==> config.mk <==
export PLATFORM = sky130hd
export DESIGN_NAME = vec_macro_unit
export DESIGN_NICKNAME = d
export VERILOG_FILES = /design/src/rtl/vmu_pkg.sv /design/src/rtl/vmu_rec_buf.sv /design/src/rtl/vmu_idx_patch.sv /design/src/rtl/vmu_seq.sv /design/src/rtl/vec_macro_unit.sv
export SDC_FILE = /design/constraint.sdc
export NUM_CORES = 1
export LEC_CHECK = 0
export ABC_AREA = 1
export BUFFER_PORTS_ARGS = -buffer_cell sky130_fd_sc_hd__buf_4
export CAP_MARGIN = 20
export CORE_MARGIN = 2
export CORE_UTILIZATION = 35
export CTS_CLUSTER_DIAMETER = 150
export DETAILED_ROUTE_END_ITERATION = 16
export PLACE_DENSITY = 0.56
export SLEW_MARGIN = 20
export SYNTH_ARGS = -nofsm -noshare
export SYNTH_HDL_FRONTEND = slang
export SYNTH_SLANG_ARGS = --single-unit
==> constraint.sdc <==
create_clock -name clk_i -period 4.9 [get_ports clk_i]
set_input_delay 0.98 -clock clk_i [delete_from_list [all_inputs] [get_ports clk_i]]
set_output_delay 0.98 -clock clk_i [all_outputs]
set_load 0.03 [all_outputs]
==> src/rtl/vmu_pkg.sv <==
`timescale 1ns/1ps
package vmu_pkg;
  typedef enum logic [1:0] {
    OP_REC_START = 2'd0,
    OP_REC_WORD  = 2'd1,
    OP_REPLAY    = 2'd2,
    OP_STALL     = 2'd3
  } vmu_op_e;

  typedef enum logic {
    SEQ_IDLE = 1'b0,
    SEQ_RUN  = 1'b1
  } seq_state_e;
endpackage

==> src/rtl/vmu_rec_buf.sv <==
`timescale 1ns/1ps
module vmu_rec_buf #(
  parameter int INSN_W = 32,
  parameter int DEPTH  = 16,
  localparam int AW    = $clog2(DEPTH),
  localparam int LW    = $clog2(DEPTH + 1)
) (
  input  logic              clk_i,
  input  logic              rst_ni,
  input  logic              clr_i,
  input  logic              wr_i,
  input  logic [INSN_W-1:0] wr_data_i,
  input  logic [AW-1:0]     rd_addr_i,
  output logic [INSN_W-1:0] rd_data_o,
  output logic [LW-1:0]     len_o,
  output logic              ovf_o
);
  logic [INSN_W-1:0] mem_q [DEPTH];
  logic [LW-1:0]     len_q;
  logic              ovf_q;
  logic              has_room;

  assign has_room = (len_q < LW'(DEPTH));

  always_ff @(posedge clk_i or negedge rst_ni) begin
    if (!rst_ni) begin
      len_q <= '0;
      ovf_q <= 1'b0;
    end else if (clr_i) begin
      len_q <= '0;
      ovf_q <= 1'b0;
    end else if (wr_i) begin
      if (has_room) len_q <= len_q + 1'b1;
      else          ovf_q <= 1'b1;
    end
  end

  // storage needs no reset: len_q gates every read
  always_ff @(posedge clk_i) begin
    if (wr_i && !clr_i && has_room) mem_q[len_q[AW-1:0]] <= wr_data_i;
  end

  assign rd_data_o = mem_q[rd_addr_i];
  assign len_o     = len_q;
  assign ovf_o     = ovf_q;
endmodule

==> src/rtl/vmu_idx_patch.sv <==
`timescale 1ns/1ps
module vmu_idx_patch #(
  parameter int INSN_W  = 32,
  parameter int IDX_LSB = 8,
  parameter int IDX_W   = 4
) (
  input  logic [INSN_W-1:0] insn_i,
  input  logic [IDX_W-1:0]  ptr_i,
  output logic [INSN_W-1:0] insn_o
);
  logic [IDX_W-1:0] field_sum;

  assign field_sum = insn_i[IDX_LSB +: IDX_W] + ptr_i;

  always_comb begin
    insn_o = insn_i;
    insn_o[IDX_LSB +: IDX_W] = field_sum;
  end
endmodule

==> src/rtl/vmu_seq.sv <==
`timescale 1ns/1ps
module vmu_seq
  import vmu_pkg::*;
#(
  parameter int DEPTH  = 16,
  parameter int IDX_W  = 4,
  parameter int CNT_W  = 16,
  parameter int STRIDE = 1,
  localparam int AW    = $clog2(DEPTH),
  localparam int LW    = $clog2(DEPTH + 1)
) (
  input  logic             clk_i,
  input  logic             rst_ni,
  input  logic             start_i,
  input  logic [CNT_W-1:0] count_i,
  input  logic [IDX_W-1:0] base_i,
  input  logic [LW-1:0]    len_i,
  input  logic             vec_ready_i,
  output logic             busy_o,
  output logic             vec_valid_o,
  output logic [AW-1:0]    pc_o,
  output logic [IDX_W-1:0] ptr_o,
  output logic             done_o
);
  seq_state_e       state_q;
  logic [AW-1:0]    pc_q;
  logic [CNT_W-1:0] iter_q;
  logic [IDX_W-1:0] ptr_q;
  logic             done_q;
  logic             fire;
  logic             last_word;
  logic             last_iter;

  assign fire      = (state_q == SEQ_RUN) && vec_ready_i;
  assign last_word = ((LW'(pc_q) + 1'b1) == len_i);
  assign last_iter = (iter_q == CNT_W'(1));

  always_ff @(posedge clk_i or negedge rst_ni) begin
    if (!rst_ni) begin
      state_q <= SEQ_IDLE;
      pc_q    <= '0;
      iter_q  <= '0;
      ptr_q   <= '0;
      done_q  <= 1'b0;
    end else begin
      done_q <= 1'b0;
      if (state_q == SEQ_IDLE) begin
        if (start_i) begin
          if (count_i == '0 || len_i == '0) begin
            done_q <= 1'b1;
          end else begin
            state_q <= SEQ_RUN;
            pc_q    <= '0;
            iter_q  <= count_i;
            ptr_q   <= base_i;
          end
        end
      end else if (fire) begin
        if (last_word) begin
          pc_q  <= '0;
          ptr_q <= ptr_q + IDX_W'(STRIDE);
          if (last_iter) begin
            state_q <= SEQ_IDLE;
            done_q  <= 1'b1;
          end else begin
            iter_q <= iter_q - 1'b1;
          end
        end else begin
          pc_q <= pc_q + 1'b1;
        end
      end
    end
  end

  assign busy_o      = (state_q == SEQ_RUN);
  assign vec_valid_o = (state_q == SEQ_RUN);
  assign pc_o        = pc_q;
  assign ptr_o       = ptr_q;
  assign done_o      = done_q;
endmodule

==> src/rtl/vec_macro_unit.sv <==
`timescale 1ns/1ps
module vec_macro_unit
  import vmu_pkg::*;
#(
  parameter int INSN_W  = 32,
  parameter int DEPTH   = 16,
  parameter int IDX_LSB = 8,
  parameter int IDX_W   = 4,
  parameter int CNT_W   = 16,
  localparam int AW     = $clog2(DEPTH),
  localparam int LW     = $clog2(DEPTH + 1)
) (
  input  logic              clk_i,
  input  logic              rst_ni,
  input  logic              cmd_valid_i,
  output logic              cmd_ready_o,
  input  logic [1:0]        cmd_op_i,
  input  logic [INSN_W-1:0] cmd_insn_i,
  input  logic [CNT_W-1:0]  cmd_count_i,
  input  logic [IDX_W-1:0]  cmd_base_i,
  output logic              vec_valid_o,
  input  logic              vec_ready_i,
  output logic [INSN_W-1:0] vec_insn_o,
  output logic              recording_o,
  output logic [LW-1:0]     rec_len_o,
  output logic              overflow_o,
  output logic              busy_o,
  output logic              done_o,
  output logic              busy_err_o
);
  vmu_op_e           op;
  logic              busy;
  logic              cmd_fire;
  logic              cmd_ok;
  logic              rec_start;
  logic              rec_word;
  logic              replay_go;
  logic              recording_q;
  logic              busy_err_q;
  logic [AW-1:0]     pc;
  logic [IDX_W-1:0]  ptr;
  logic [INSN_W-1:0] raw_insn;
  logic [LW-1:0]     len;

  assign op          = vmu_op_e'(cmd_op_i);
  assign cmd_ready_o = !((op == OP_STALL) && busy);
  assign cmd_fire    = cmd_valid_i && cmd_ready_o;
  assign cmd_ok      = cmd_fire && !busy;
  assign rec_start   = cmd_ok && (op == OP_REC_START);
  assign rec_word    = cmd_ok && (op == OP_REC_WORD) && recording_q;
  assign replay_go   = cmd_ok && (op == OP_REPLAY);

  always_ff @(posedge clk_i or negedge rst_ni) begin
    if (!rst_ni) begin
      recording_q <= 1'b0;
      busy_err_q  <= 1'b0;
    end else begin
      busy_err_q <= cmd_fire && busy && (op != OP_STALL);
      if (rec_start)      recording_q <= 1'b1;
      else if (replay_go) recording_q <= 1'b0;
    end
  end

  vmu_rec_buf #(
    .INSN_W (INSN_W),
    .DEPTH  (DEPTH)
  ) u_buf (
    .clk_i     (clk_i),
    .rst_ni    (rst_ni),
    .clr_i     (rec_start),
    .wr_i      (rec_word),
    .wr_data_i (cmd_insn_i),
    .rd_addr_i (pc),
    .rd_data_o (raw_insn),
    .len_o     (len),
    .ovf_o     (overflow_o)
  );

  vmu_seq #(
    .DEPTH  (DEPTH),
    .IDX_W  (IDX_W),
    .CNT_W  (CNT_W),
    .STRIDE (1)
  ) u_seq (
    .clk_i       (clk_i),
    .rst_ni      (rst_ni),
    .start_i     (replay_go),
    .count_i     (cmd_count_i),
    .base_i      (cmd_base_i),
    .len_i       (len),
    .vec_ready_i (vec_ready_i),
    .busy_o      (busy),
    .vec_valid_o (vec_valid_o),
    .pc_o        (pc),
    .ptr_o       (ptr),
    .done_o      (done_o)
  );

  vmu_idx_patch #(
    .INSN_W  (INSN_W),
    .IDX_LSB (IDX_LSB),
    .IDX_W   (IDX_W)
  ) u_patch (
    .insn_i (raw_insn),
    .ptr_i  (ptr),
    .insn_o (vec_insn_o)
  );

  assign recording_o = recording_q;
  assign rec_len_o   = len;
  assign busy_o      = busy;
  assign busy_err_o  = busy_err_q;
endmodule

== Word-level counts from Yosys, hierarchy flattened ==
Memory sizes are Yosys's and may differ from the RTL's.
Cells that the tools add are included.
Storage, ports and cells
  flip-flop bits (word level): 34
  bits in writable memories: 512
  input port bits: 58
  memories kept: 1
Memory list
  u_buf.mem_q: depth 16, bits a word 32, rd ports 1, clocked after memory_dff 0, wr ports 1, RTL line vmu_rec_buf.sv:18  | logic [INSN_W-1:0] mem_q [DEPTH];
Operators by class
  add/sub/neg operators: 6
  $lt $le $gt $ge: 1
  eq/ne operators: 11
  multiplexer cells: 38
  reductions and logical operators: 28
Operator list (count)
  $mux 16: 6
  $mux 4: 10
  $mux 1: 19
  $eq 16x1->1 const B: 1
  $logic_not 16->1: 1
  $sub 16x1->16 const B: 1
  $mux 5: 3
  $logic_and 1x1->1: 12
  $add 4x1->4 const B: 2
  $ne 2x2->1 const B: 4
  $reduce_bool 2->1: 4
  $add 4x1->5 const B: 1
  $add 5x1->5 const B: 1
  $eq 5x5->1: 1
  $logic_not 5->1: 1
  $lt 5x5->1 const B: 1
  $reduce_and 5->1: 1
  $add 4x4->4: 1
  $eq 2x2->1 const B: 2
  $ne 2x1->1 const B: 2
  $reduce_and 2->1: 2
  $reduce_and 4->1: 1
  $logic_not 1->1: 3
  $reduce_and 3->1: 1
  other kinds (3): 3

== Longest topological paths before layout ==
  depth after elaboration: 11
  gate-level depth with buffers: 17
  depth with buffers taken out: 14

== Modules after synthesis ==
A second synthesis with hierarchy kept.
Second synthesis, totals
  cells, all modules: 2497
  area, all modules: 24806.3 um2
By module, submodules not included
  vmu_rec_buf: times used 1, cells an instance 2121, area an instance 22394.0 um2, seq. area each 15524.9 um2
  vmu_seq: times used 1, cells an instance 308, area an instance 1949.4 um2, seq. area each 650.6 um2
  vmu_idx_patch: times used 1, cells an instance 47, area an instance 332.8 um2, seq. area each 0.0 um2
  vec_macro_unit: times used 1, cells an instance 21, area an instance 130.1 um2, seq. area each 50.0 um2

== Worst setup path before layout ==
Ideal clock, no wire load.
  path kind: input -> register
  from: input port cmd_valid_i
  to: memory u_buf.mem_q[0][0], enable pin
  library setup time: 502 ps
  arrival: 4217 ps
  required time: 4398 ps
  slack: 181 ps
  stages: 2
  path buffers: 0
  path through: nand2_2 -> nor4_1
Between the ends
  word-level cells in the longest chain between the ends: 8
  elaborated cells on any way between the ends: 10
Ends and longest elaborated chain
  start: declaration: RTL line vec_macro_unit.sv:15  | input logic cmd_valid_i,
  $logic_and 1x1->1 (*): RTL line vec_macro_unit.sv:47  | assign cmd_fire = cmd_valid_i && cmd_ready_o;
  $logic_and 1x1->1 (*): RTL line vec_macro_unit.sv:48  | assign cmd_ok = cmd_fire && !busy;
  $logic_and 1x1->1, on equally long branches: RTL line vec_macro_unit.sv:50, vec_macro_unit.sv:49
  $logic_and 1x1->1 or $logic_not 1->1 (tied branches): RTL line vec_macro_unit.sv:50, vmu_rec_buf.sv:40
  $logic_and 1x1->1 (*) (2 in a row): RTL line vmu_rec_buf.sv:40  | if (wr_i && !clr_i && has_room) mem_q[len_q[AW-1:0]] <= wr_data_i;
  $mux 1 (*): RTL line vmu_rec_buf.sv:40
  $mux 1 (implied by the code) (*): RTL line vmu_rec_buf.sv:40
  end: declaration: RTL line vmu_rec_buf.sv:18
Mark *: on every way between the ends. The rest lies on a longest branch, timed or not.

== Final worst setup path ==
  from: register u_seq.pc_q[0], in the netlist u_seq.pc_o[0]
  to: output port vec_insn_o[11]
Between the ends
  word-level cells in the longest chain between the ends: 2
Ends and longest elaborated chain
  start: declaration: RTL line vmu_seq.sv:26  | logic [AW-1:0] pc_q;
  start signal: assignment: RTL line vmu_seq.sv:69  | pc_q <= pc_q + 1'b1;
  $mem_v2 16x32
  $add 4x4->4: RTL line vmu_idx_patch.sv:13  | assign field_sum = insn_i[IDX_LSB +: IDX_W] + ptr_i;
  end: declaration: RTL line vec_macro_unit.sv:23  | output logic [INSN_W-1:0] vec_insn_o,
No other way between the ends.

==> results.json <==
{
  "status": "finished, final reports clean",
  "r2r-start": "u_seq.pc_o[0]",
  "clk_pin_slew_ns": 0.06,
  "period_needed_ns": 4.475,
  "grt_max_degree": 147,
  "cts_made_buffers": 55,
  "grt_pass1_wl_um": 88040,
  "wl_per_cell_um": 20.51,
  "synth_most_common_cell": "edfxtp_1",
  "rrSetupSlack_ns": 1.86,
  "yosysTopAreaCell": "edfxtp_1",
  "required_ns": 3.92,
  "criticalPathCategory": "flip-flop to output pin",
  "synth.net_count": 1925,
  "grt_setup_unrepaired": "no",
  "nFillCells": 5869,
  "ys_ff_latch": 546,
  "routed_via_density": 5.167,
  "report.final.hold_viol_count": 0,
  "cp.arrival_ns": 3.49,
  "cts_setup_buffers": 0,
  "clock-root-buffer": "clkbuf_16",
  "vias": 14561,
  "ys_top_cells_by_area": "edfxtp_1, nor2_1, o21ai_0",
  "worst_r2r_path_depth": 12,
  "drv_slew": 0,
  "cts_tree": "yes",
  "antenna_found_initial": 1,
  "synth_area_per_cell_um2": 12.09,
  "gp_congestion": 0.8191,
  "synth_flop_cell": "edfxtp_1",
  "fin_nets": 1997,
  "cts_resized": 0,
  "max_freq_ghz": 0.2235,
  "drt_iter0_markers": 1227,
  "die_y_um": 257.1,
  "p_leak_uw": 0.008774,
  "numPortBuffers": 101,
  "r2r_end": "u_seq.iter_q[5]",
  "boundaryPins": 102,
  "antenna_left": 0,
  "power.density_nw_per_um2": 579.8,
  "overflow": 0,
  "synthCells": 1855,
  "die_w_um": 257.1,
  "dp_hpwl_um": 30880,
  "peakVddDrop_mv": 0.3660,
  "finalSetupTns_ns": 0,
  "start_kind": "flip-flop",
  "core_area_um2": 63200,
  "synth_common_cells": "edfxtp_1, nor2_1, o21ai_0",
  "firstDrtPassIters": 7,
  "timing.final.crit_share_pct": 91.32,
  "initial_core_util_pct": 35.48,
  "critical_path.max_fanout": 74,
  "ctsHoldBuffers": 0,
  "drt_drc_violations_left": 0,
  "rows": 92,
  "yosysSeqAreaShare_pct": 72.36,
  "wirelength_um": 57790,
  "finalClockSkew_ns": 0.03305,
  "cap_violations": 0,
  "hold_class": "input pin to async pin",
  "synth_cell_types": 38,
  "grt_use_total_pct": 17.29,
  "ys_warn_count": 0,
  "cts.sinks": 546,
  "synth_edf_count": 512,
  "cts_buffer_depth": 3,
  "mappedNetlistArea_um2": 22420,
  "grt_pass1_vias": 14052,
  "ctsHtreeMaxLevel": 2,
  "synth_top_cell_area_share_pct": 68.57,
  "area_growth_pct": 15.75,
  "clock_latency_ns": 0.62,
  "drive_gt1_share_pct": 12.58,
  "tightestPinTransition_ns": 0.9245,
  "fp.dieArea_um2": 66110,
  "critPathCaptureType": "output pin",
  "ys_async_sr_fraction_pct": 6.227,
  "setup_viol": 0,
  "power_uw": 15050,
  "slew_headroom_pct": 38.22
}
-- how the worst max path moves through the flow --
stage,start,to
final,u_seq.pc_o[0],vec_insn_o[11]
after detailed placement,u_seq.pc_o[0],vec_insn_o[11]
after global routing,u_seq.pc_o[0],vec_insn_o[11]
after CTS,u_seq.pc_o[0],vec_insn_o[11]
after global placement,u_seq.pc_o[0],vec_insn_o[11]
after floorplan,cmd_valid_i,u_buf.mem_q[0][0]
-- registers in the layout, indices dropped and copies added (netlist names) --
name and flops:
u_seq.ptr_o 4, u_buf.mem_q 512, u_buf.len_o 5, u_seq.busy_o 1, busy_err_o 1, u_seq.done_o 1
recording_o 1, u_seq.iter_q 16, u_seq.pc_o 4, u_buf.ovf_o 1
-- per-layer routing --
layer	part of all wire (%)	GRT usage, %
met3	4.5	2.610
met4	1.7	4.829
met1	46	24.30
met2	47	27.93
met5	0	0
-- cells in the final DEF (no fill, tap or decap), drive strengths merged, types with 3 or more instances in the layout --
cell type  count
nor2         394
dfrtp         34
buf          134
o22ai         68
a21oi         53
edfxtp       512
nand2        173
nand3         48
clkinv        30
clkinvlp       3
xor2           5
bufinv         5
ha            11
clkbuf        62
nor3           6
o211ai        72
o21ai        308
or2            3
inv           40
-- metrics by stage --
step           instances  instance area [µm²]  util (%)  hold slack (ns)  worst slack (ns)
6_report            2818                25950     41.07           0.3434            0.4255
5_1_grt             2818                25950     41.07           0.3494            0.1069
4_1_cts             2817                25950     41.07           0.3254            0.3645
3_5_place_dp        2716                24160     38.24           0.4867             1.023
3_3_place_gp        2716                24160     38.24           0.4806             1.024
2_1_floorplan       1855                22420         -           0.4641            0.1813
-- kinds of logic after synthesis --
family / after synthesis / share of synthesized area [%]
XOR/XNOR: 6 / 0.2344
flip-flops: 546 / 72.36
AND/OR/NAND/NOR: 629 / 11.08
adder cells (fa/ha/maj): 12 / 0.7031
buffers and inverters: 158 / 3.108
AO/OA/AOI/OAI: 504 / 12.51
-- power by group --
group	total, µW	switching (µW)	internal (µW)
logic	5440	3740	1700
registers	5450	224	5230
clock network	4160	1820	2340
-- final cells by class --
type,count,area [µm²],area share [%]
antenna,1,2.502,0.009641
clock buffer,62,1403,5.404
inverter,39,156.4,0.6026
tap,846,1059,4.078
multi-input combinational,1151,5612,21.62
timing repair buffer,134,1106,4.261
clock inverter,39,386.6,1.490
sequential,546,16230,62.53
-- critical path, cell delays in order, from the launching register on --
cell and delay [ns]:
dfrtp_4 0.64, inv_6 0.45, nor2_1 0.08, nor2_1 0.09, o21ai_0 0.09, a21oi_1 0.14
a21oi_1 0.09, o21ai_1 0.29, ha_1 0.28, nand3_1 0.06, nand2_1 0.06, xor2_1 0.18
nand3_1 0.10, nand2_1 0.13, buf_4 0.17
Power figures use the tool's default switching activity.
